===== config.mk =====
export PLATFORM = sky130hd
export DESIGN_NAME = esync_top
export DESIGN_NICKNAME = d
export VERILOG_FILES = /design/src/rtl/esync_pkg.sv /design/src/rtl/esync_edge_cnt.sv /design/src/rtl/esync_bank.sv /design/src/rtl/esync_top.sv
export SDC_FILE = /design/constraint.sdc
export NUM_CORES = 1
export LEC_CHECK = 0
export BUFFER_PORTS_ARGS = -buffer_cell sky130_fd_sc_hd__buf_4
export CAP_MARGIN = 15
export CORE_MARGIN = 5
export CORE_UTILIZATION = 50
export DETAILED_ROUTE_END_ITERATION = 10
export GPL_TIMING_DRIVEN = 0
export HOLD_SLACK_MARGIN = 0.05
export PLACE_DENSITY = 0.68
export SLEW_MARGIN = 20
export SYNTH_ARGS = -nofsm -noshare
export SYNTH_HDL_FRONTEND = slang
export SYNTH_SLANG_ARGS = --single-unit

===== constraint.sdc =====
create_clock -name clk -period 3.5 [get_ports clk]
set_input_delay 0.7 -clock clk [delete_from_list [all_inputs] [get_ports clk]]
set_output_delay 0.7 -clock clk [all_outputs]
set_load 0.005 [all_outputs]

===== src/rtl/esync_pkg.sv =====
package esync_pkg;
    localparam logic [2:0] SRC_ACT = 3'b000;
    localparam logic [2:0] SRC_APP = 3'b010;
    localparam int CYC_W = 8;

    typedef struct packed {
        logic [CYC_W-1:0] cnt;
        logic [CYC_W-1:0] cyc_seen;
    } edge_state_t;
endpackage


===== src/rtl/esync_edge_cnt.sv =====
module esync_edge_cnt
    import esync_pkg::*;
(
    input  logic             clk,
    input  logic             rst_n,
    input  logic             fall_stb,
    input  logic             latch_en,
    input  logic [CYC_W-1:0] cyc_cnt,
    output logic             fire
);
    edge_state_t st_d, st_q;
    logic [CYC_W-1:0] eff;
    logic [CYC_W:0]   nxt;

    always_comb begin
        st_d          = st_q;
        fire          = 1'b0;
        eff           = (cyc_cnt == '0) ? CYC_W'(1) : cyc_cnt;
        nxt           = {1'b0, st_q.cnt} + 1'b1;
        st_d.cyc_seen = cyc_cnt;
        if (cyc_cnt != st_q.cyc_seen) begin
            st_d.cnt = '0;
        end else if (!latch_en) begin
            st_d.cnt = '0;
        end else if (fall_stb) begin
            if (nxt >= {1'b0, eff}) begin
                fire     = 1'b1;
                st_d.cnt = '0;
            end else begin
                st_d.cnt = nxt[CYC_W-1:0];
            end
        end
    end

    always_ff @(posedge clk or negedge rst_n) begin
        if (!rst_n) st_q <= '0;
        else        st_q <= st_d;
    end
endmodule


===== src/rtl/esync_bank.sv =====
module esync_bank #(
    parameter int NPH   = 3,
    parameter int ACC_W = 32,
    parameter int INC_W = 16
) (
    input  logic                 clk,
    input  logic                 rst_n,
    input  logic                 snap,
    input  logic [NPH-1:0]       stb,
    input  logic [NPH*INC_W-1:0] inc,
    output logic [NPH*ACC_W-1:0] hold
);
    localparam int EXT_W = ACC_W - INC_W;

    typedef struct packed {
        logic [NPH-1:0][ACC_W-1:0] acc;
        logic [NPH-1:0][ACC_W-1:0] hold;
    } bank_state_t;

    bank_state_t st_d, st_q;
    logic [NPH-1:0][ACC_W-1:0] add;

    for (genvar p = 0; p < NPH; p++) begin : g_ph
        assign add[p] = stb[p] ? {{EXT_W{1'b0}}, inc[p*INC_W +: INC_W]} : '0;
        assign hold[p*ACC_W +: ACC_W] = st_q.hold[p];
    end

    always_comb begin
        st_d = st_q;
        for (int p = 0; p < NPH; p++) begin
            if (snap) begin
                st_d.hold[p] = st_q.acc[p];
                st_d.acc[p]  = add[p];
            end else begin
                st_d.acc[p]  = st_q.acc[p] + add[p];
            end
        end
    end

    always_ff @(posedge clk or negedge rst_n) begin
        if (!rst_n) st_q <= '0;
        else        st_q <= st_d;
    end
endmodule


===== src/rtl/esync_top.sv =====
module esync_top
    import esync_pkg::*;
#(
    parameter int NPH   = 3,
    parameter int ACC_W = 32,
    parameter int INC_W = 16
) (
    input  logic                 clk,
    input  logic                 rst_n,
    input  logic                 fall_stb,
    input  logic                 latch_en,
    input  logic [2:0]           src_sel,
    input  logic [7:0]           cyc_cnt,
    input  logic [NPH-1:0]       act_stb,
    input  logic [NPH*INC_W-1:0] act_inc,
    input  logic [NPH-1:0]       app_stb,
    input  logic [NPH*INC_W-1:0] app_inc,
    output logic [NPH*ACC_W-1:0] hold_act,
    output logic [NPH*ACC_W-1:0] hold_app
);
    logic fire;
    logic snap_act, snap_app;

    esync_edge_cnt u_cnt (
        .clk(clk), .rst_n(rst_n), .fall_stb(fall_stb),
        .latch_en(latch_en), .cyc_cnt(cyc_cnt), .fire(fire)
    );

    assign snap_act = fire && (src_sel == SRC_ACT);
    assign snap_app = fire && (src_sel == SRC_APP);

    esync_bank #(.NPH(NPH), .ACC_W(ACC_W), .INC_W(INC_W)) u_act (
        .clk(clk), .rst_n(rst_n), .snap(snap_act),
        .stb(act_stb), .inc(act_inc), .hold(hold_act)
    );

    esync_bank #(.NPH(NPH), .ACC_W(ACC_W), .INC_W(INC_W)) u_app (
        .clk(clk), .rst_n(rst_n), .snap(snap_app),
        .stb(app_stb), .inc(app_inc), .hold(hold_app)
    );
endmodule


-- Word-level counts from Yosys, hierarchy flattened
Cells that the tools add are included.
- bits in registers: 400
- input port bits: 117
- output and inout port bits: 192
- logic and storage cells: 50
- $add $sub $neg: 7
- $lt $le $gt $ge: 1
- eq/ne operators: 3
- mux-type cells: 21
- reduce and logical (&&, ||, !) cells: 4
- operator list (kind ; count):
    adder 32 bit ; 6
    2-to-1 mux 32 bit ; 6
    2-to-1 mux 16 bit ; 6
    2-to-1 mux 8 bit ; 5
    adder 8 x 1 -> 9 bit, second input constant ; 1
    >= comparator 9 x 8 -> 1 bit ; 1
    zero test 8 bit ; 1
    inequality test 8 bit ; 1
    2-to-1 mux 1 bit ; 4
    == test 3 x 2 -> 1 bit, second input constant ; 1
    zero test 3 bit ; 1
    inequality test 3 x 2 -> 1 bit, second input constant ; 1
    logical AND 1 bit ; 2

-- Logic depth before layout (Yosys ltp)
- word-level depth: 9
- gate-level depth with buffers: 15
- mapped depth without buffers: 12

-- By module
A second synthesis with hierarchy kept.
- cells, all modules: 2227
- area total of the unflattened synthesis: 22983.3 um^2
- modules (own cells, without submodules) (module ; instances ; cells each ; area an instance (um^2) ; sequential area each (um^2)):
    esync_bank at u_act ; 1 ; 1085 ; 11046.8 ; 4804.6
    esync_bank at u_app ; 1 ; 1035 ; 10887.9 ; 4804.6
    esync_edge_cnt ; 1 ; 105 ; 1021.0 ; 400.4
    esync_top ; 1 ; 2 ; 27.5 ; 0.0

-- Least setup slack after synthesis
No wires, ideal clock.
- kind: input to register
- start: input port cyc_cnt[5]
- end: register u_app.st_q[176] (netlist name)
- library setup time: 0.086 ns
- arrival time: 2.905 ns
- required time: 3.414 ns
- setup slack: 0.509 ns
- stages on the path: 13
- path buffers: 3
- path through: nor4_1 -> a41o_1 -> ha_1 -> nand2b_1 -> a21o_1 -> a21o_1 -> a21oi_1 -> o21ai_1 -> and4_1 -> buf_2 -> buf_4 -> buf_4 -> nor3_1
- RTL lines (element ; RTL line ; text):
    start, declared ; esync_top.sv:13 ; input logic [7:0] cyc_cnt,
    end signal, assigned ; esync_bank.sv:42 ; else st_q <= st_d;
    end, declared ; esync_bank.sv:20 ; bank_state_t st_d, st_q;

-- Worst setup path in the final report
- start: register u_cnt.st_q[8] (netlist name)
- end: register u_act.st_q (netlist bit u_act.hold[28])
- word-level cells in the longest chain between the ends: 7
- RTL lines (element ; RTL line ; text):
    start, declared ; esync_edge_cnt.sv:11 ; edge_state_t st_d, st_q;
    start signal, assigned ; esync_edge_cnt.sv:37 ; else st_q <= st_d;
    adder 8 x 1 -> 9 bit ; esync_edge_cnt.sv:19 ; nxt = {1'b0, st_q.cnt} + 1'b1;
    >= comparator 9 x 8 -> 1 bit ; esync_edge_cnt.sv:26 ; if (nxt >= {1'b0, eff}) begin
    2-to-1 mux 1 bit ; esync_edge_cnt.sv:26 ;
    2-to-1 mux 1 bit ; esync_edge_cnt.sv:25 ; end else if (fall_stb) begin
    2-to-1 mux 1 bit ; esync_edge_cnt.sv:23 ; end else if (!latch_en) begin
    2-to-1 mux 1 bit ; esync_edge_cnt.sv:21 ; if (cyc_cnt != st_q.cyc_seen) begin
    logical AND 1 bit ; esync_top.sv:29 ; assign snap_act = fire && (src_sel == SRC_ACT);
    end signal, assigned ; esync_bank.sv:42 ;
    end, declared ; esync_bank.sv:20 ;
No other way between the ends.
A chain may end at the register's enable or synchronous reset.

==> metrics.md <==
| Metric | Value |
|---|---|
| First-pass GRT wire length | between 90000 and 100000 um |
| Clock share of power | 0.291 |
| Tcrit/Tclk final | 0.947 |
| Crit-path leading delay family | simple AND/OR/NAND/NOR gates |
| Max Clock Skew | about 17 ps |
| Worst setup margin | ~180 ps |
| Initial core utilization | 0.508 |
| Mapped cell area | ~0.023 mm2 |
| CTS Sinks | 400 |
| Hold Vio Cnt, Final | 0 |
| Post-Synthesis Cells | between 2k and 3k |
| Leak | around 14 nW |
| Placer Congestion | between 0.9 and 1 |
| Sw Share | 0.339 |
| Commonest non-fill, non-tap cell in the layout | nand2_1 |
| Die area | between 0.04 and 0.05 mm2 |
| Commonest cells after routing, fill and taps aside | 692 x nand2_1, 514 x buf_4, 400 x dfrtp_1 |
| Combinational share of power | 0.329 |
| Critical path origin | u_cnt.st_q[8] |
| Outcome | complete, no violations |
| Final min period | ~3300 ps |
| Die extent in y | approximately 220 um |
| Residual DRC | 0 |
| Number of synthesized flops with an enable pin | 0 |
| NumNets Final | between 3k and 4k |
| Unrepaired setup endpoints after global routing | no |
| PortBufs | approximately 310 |
| Rel. slew slack | 0.499 |
| H-tree depth | 2 |
| Fraction of layout cells with a size suffix above 1 | 0.234 |
| Crit path largest cell delay | 430 ps |
| Fmax | between 300 and 400 MHz |
| Post-CTS Setup Bufs | 0 |
| WL final | 60200 um |
| Largest net degree at the start of global routing | between 90 and 100 |
| Crit path launch type | flop |
| Switch Pwr | roughly 5.4 mW |
| Critical-path top delay cell | dfrtp_1 |
| Total global-route track usage | 0.238 |
| Total power | around 16 mW |
| Max Root-Sink Buffers | 3 |
| Diodes inserted | 0 |
| PD cells | around 600 mW/mm2 |
| Worst Max-Slew Pin Slew | 751 ps |
| Clk_lat worst skew | 560 ps |
| Count of final setup violators | 0 |
| Cells along the critical path | and3_1 -> and3_1 -> xnor2_1 -> ha_1 -> a21o_1 -> a21oi_1 -> nor2b_1 -> a311oi_2 -> o21ai_2 -> and4_1 -> buf_2 -> buf_4 -> buf_4 -> nand2_1 -> nand2_1 |
| Yosys reg bits | 400 |
| WS Path Type | flop to flop |
| Length of the first detailed-routing pass in iterations | 5 |
| Prevailing post-synth register cell | dfrtp_1 |
| Cts bufs inserted | 45 |
| Crit path DAT | 3770 ps |
| DR iter-0 viols | between 1k and 1.5k |
| CP endpoint kind | flop |
| Seq pwr share | 0.380 |
| DR WL/cell | approximately 17 um |
| Synth Warn # | 0 |
| CP Max Fanout | 10 |
| Pint | roughly 11 mW |
| Min-Delay Startpoint | cyc_cnt[0] |
| Syn_nets | 2769 |
| Chip Width | 222 um |
| Vias per cell | approximately 5.2 |
| Vias in the first global route | 18.5k |
| Global route overflow | 0 |
| Max IR drop VDD | approximately 480 uV |
| Placed Area | ~0.026 mm2 |
| Mean Syn Cell Area | 8.88 um2 |
| Sequential share of the synthesized area | 0.444 |
| Yosys cell types | between 60 and 70 |
| Top-Level Pins | 309 |
| Final instance area | between 0.02 and 0.03 mm2 |
| Worst min path class | primary input to flop |
| Worst Path Required | around 4000 ps |
| Dpl ws | -581 ps |
| Fin. max-slew vios | 0 |
| FF-to-FF Start | u_cnt.st_q[8] |
| Max cap viols | 0 |
| CTS tree | yes |
| DRT antenna net count | 0 |
| Clock Pin Slew Worst Setup and Hold Paths | 60 ps |
| WP buf/inv | 3 |
| Row cnt | 77 |
| Clock Tree Root | clkbuf_16 |
| Ys async rst share | 1.00 |
| Area grow syn2layout | 20.8% |
| Hpwl dp | about 46000 um |
| Routed vias | 18.4k |
| Core Region | 0.0444 mm2 |
| Initial antenna violation count | 3 |
[worst register-to-register path, stage by stage (launching register included)]
cell and delay (ps):
dfrtp_1 430, and3_1 200, and3_1 230, xnor2_1 220, ha_1 290, a21o_1 190, a21oi_1 140, nor2b_1 70
a311oi_2 270, o21ai_2 170, and4_1 180, buf_2 190, buf_4 240, buf_4 220, nand2_1 120, nand2_1 60
[routing by layer]
metal | wire [um] | track usage
met5 | 23 | 0
met4 | 1720 | 0.0763
met3 | 3660 | 0.0438
met2 | 28300 | 0.387
met1 | 26500 | 0.326
[flip-flops by register name, summed over array words and instances (netlist names)]
register,flops
u_act.hold,96
u_act.st_q,96
u_app.hold,96
u_app.st_q,96
u_cnt.st_q,16
[path summary, 6_finish.rpt]
| kind | slack, ps | end | depth (start not counted) |
|---|---|---|---|
| max in group asynchronous | 990 | u_app.hold[26] | 6 |
| min in group asynchronous | 650 | u_act.hold[40] | 2 |
| min | 270 | u_cnt.st_q[0] | 1 |
| max reg2reg | 180 | u_act.hold[28] | 15 |
| min reg2reg | 460 | u_app.hold[92] | 2 |
| max | 180 | u_act.hold[28] | 15 |
[cells by family (layout without fill, tap and decap cells)]
kind of cell,after synthesis,in the layout,share of synthesized area
AND/OR/NAND/NOR,1117,1117,0.216
flip-flops,400,400,0.444
AO/OA/AOI/OAI,395,395,0.109
buffers and inverters,329,718,0.0914
XOR/XNOR,163,163,0.0633
adder cells (fa/ha/maj),111,111,0.0636
multiplexers,26,26,0.0130
[through the flow]
step | utilization | instances | hold WS, ps | TNS, ps
after floorplan | - | 2541 | 404 | 0
after global placement | 0.577 | 3441 | 453 | -957830
after detailed placement | 0.580 | 3446 | 457 | -51640
after CTS | 0.613 | 3524 | 237 | 0
after global routing | 0.614 | 3522 | 249 | 0
final | 0.614 | 3522 | 273 | 0
[Yosys cell counts (3+ instances only)]
cell,number,area share
nand2_1,692,0.12
dfrtp_1,400,0.44
buf_4,205,0.068
nor2_1,132,0.022
ha_1,105,0.058
a21oi_1,97,0.022
and2_1,95,0.026
xor2_1,85,0.033
xnor2_1,78,0.030
o21ai_1,73,0.016
o21ai_0,71,0.016
inv_1,47,0.0078
nand3_1,47,0.010
buf_2,46,0.010
a21o_1,41,0.014
and3_1,32,0.0089
clkbuf_1,30,0.0050
nand4_1,25,0.0069
nor3_1,22,0.0049
or3_1,22,0.0061
a211oi_1,17,0.0057
mux2_2,16,0.0080
o21a_1,16,0.0053
nor2b_1,15,0.0042
nand2b_1,12,0.0033
o211ai_1,12,0.0040
a31oi_1,11,0.0031
mux2_1,10,0.0050
o21bai_1,10,0.0033
and4_1,6,0.0023
fa_1,6,0.0053
o31a_1,6,0.0023
o31ai_1,6,0.0020
a22o_1,4,0.0016
a41oi_1,3,0.0012
nor4_1,3,0.00083
or2_2,3,0.00083
[final cells by class]
class / count / area, um2
clock inverter: 9 / 73.8
timing repair buffer: 314 / 2470
clock buffer: 69 / 1370
tap: 592 / 741
sequential: 400 / 10000
multi-input combinational: 1812 / 10500
fill: 3944 / 17200
buffer: 279 / 1900
inverter: 47 / 176
[power by group through the flow]
stage | clock network (mW) | registers [mW] | logic [mW]
finish | 4.64 | 6.04 | 5.23
global route | 4.95 | 6.13 | 5.86
CTS | 4.75 | 6.03 | 5.18
detailed placement | 0 | 6.11 | 5.13
global placement | 0 | 6.08 | 4.94
floorplan | 0 | 5.91 | 4.08
[what timing repair did]
action	4_1_cts	5_1_grt
gates cloned	0	0
hold buffers	1	0
pin swaps	0	1
hold endpoints to repair	2	0
setup endpoints to repair	158	332
gates resized for setup	18	6
(Power assumes the default switching activity.)
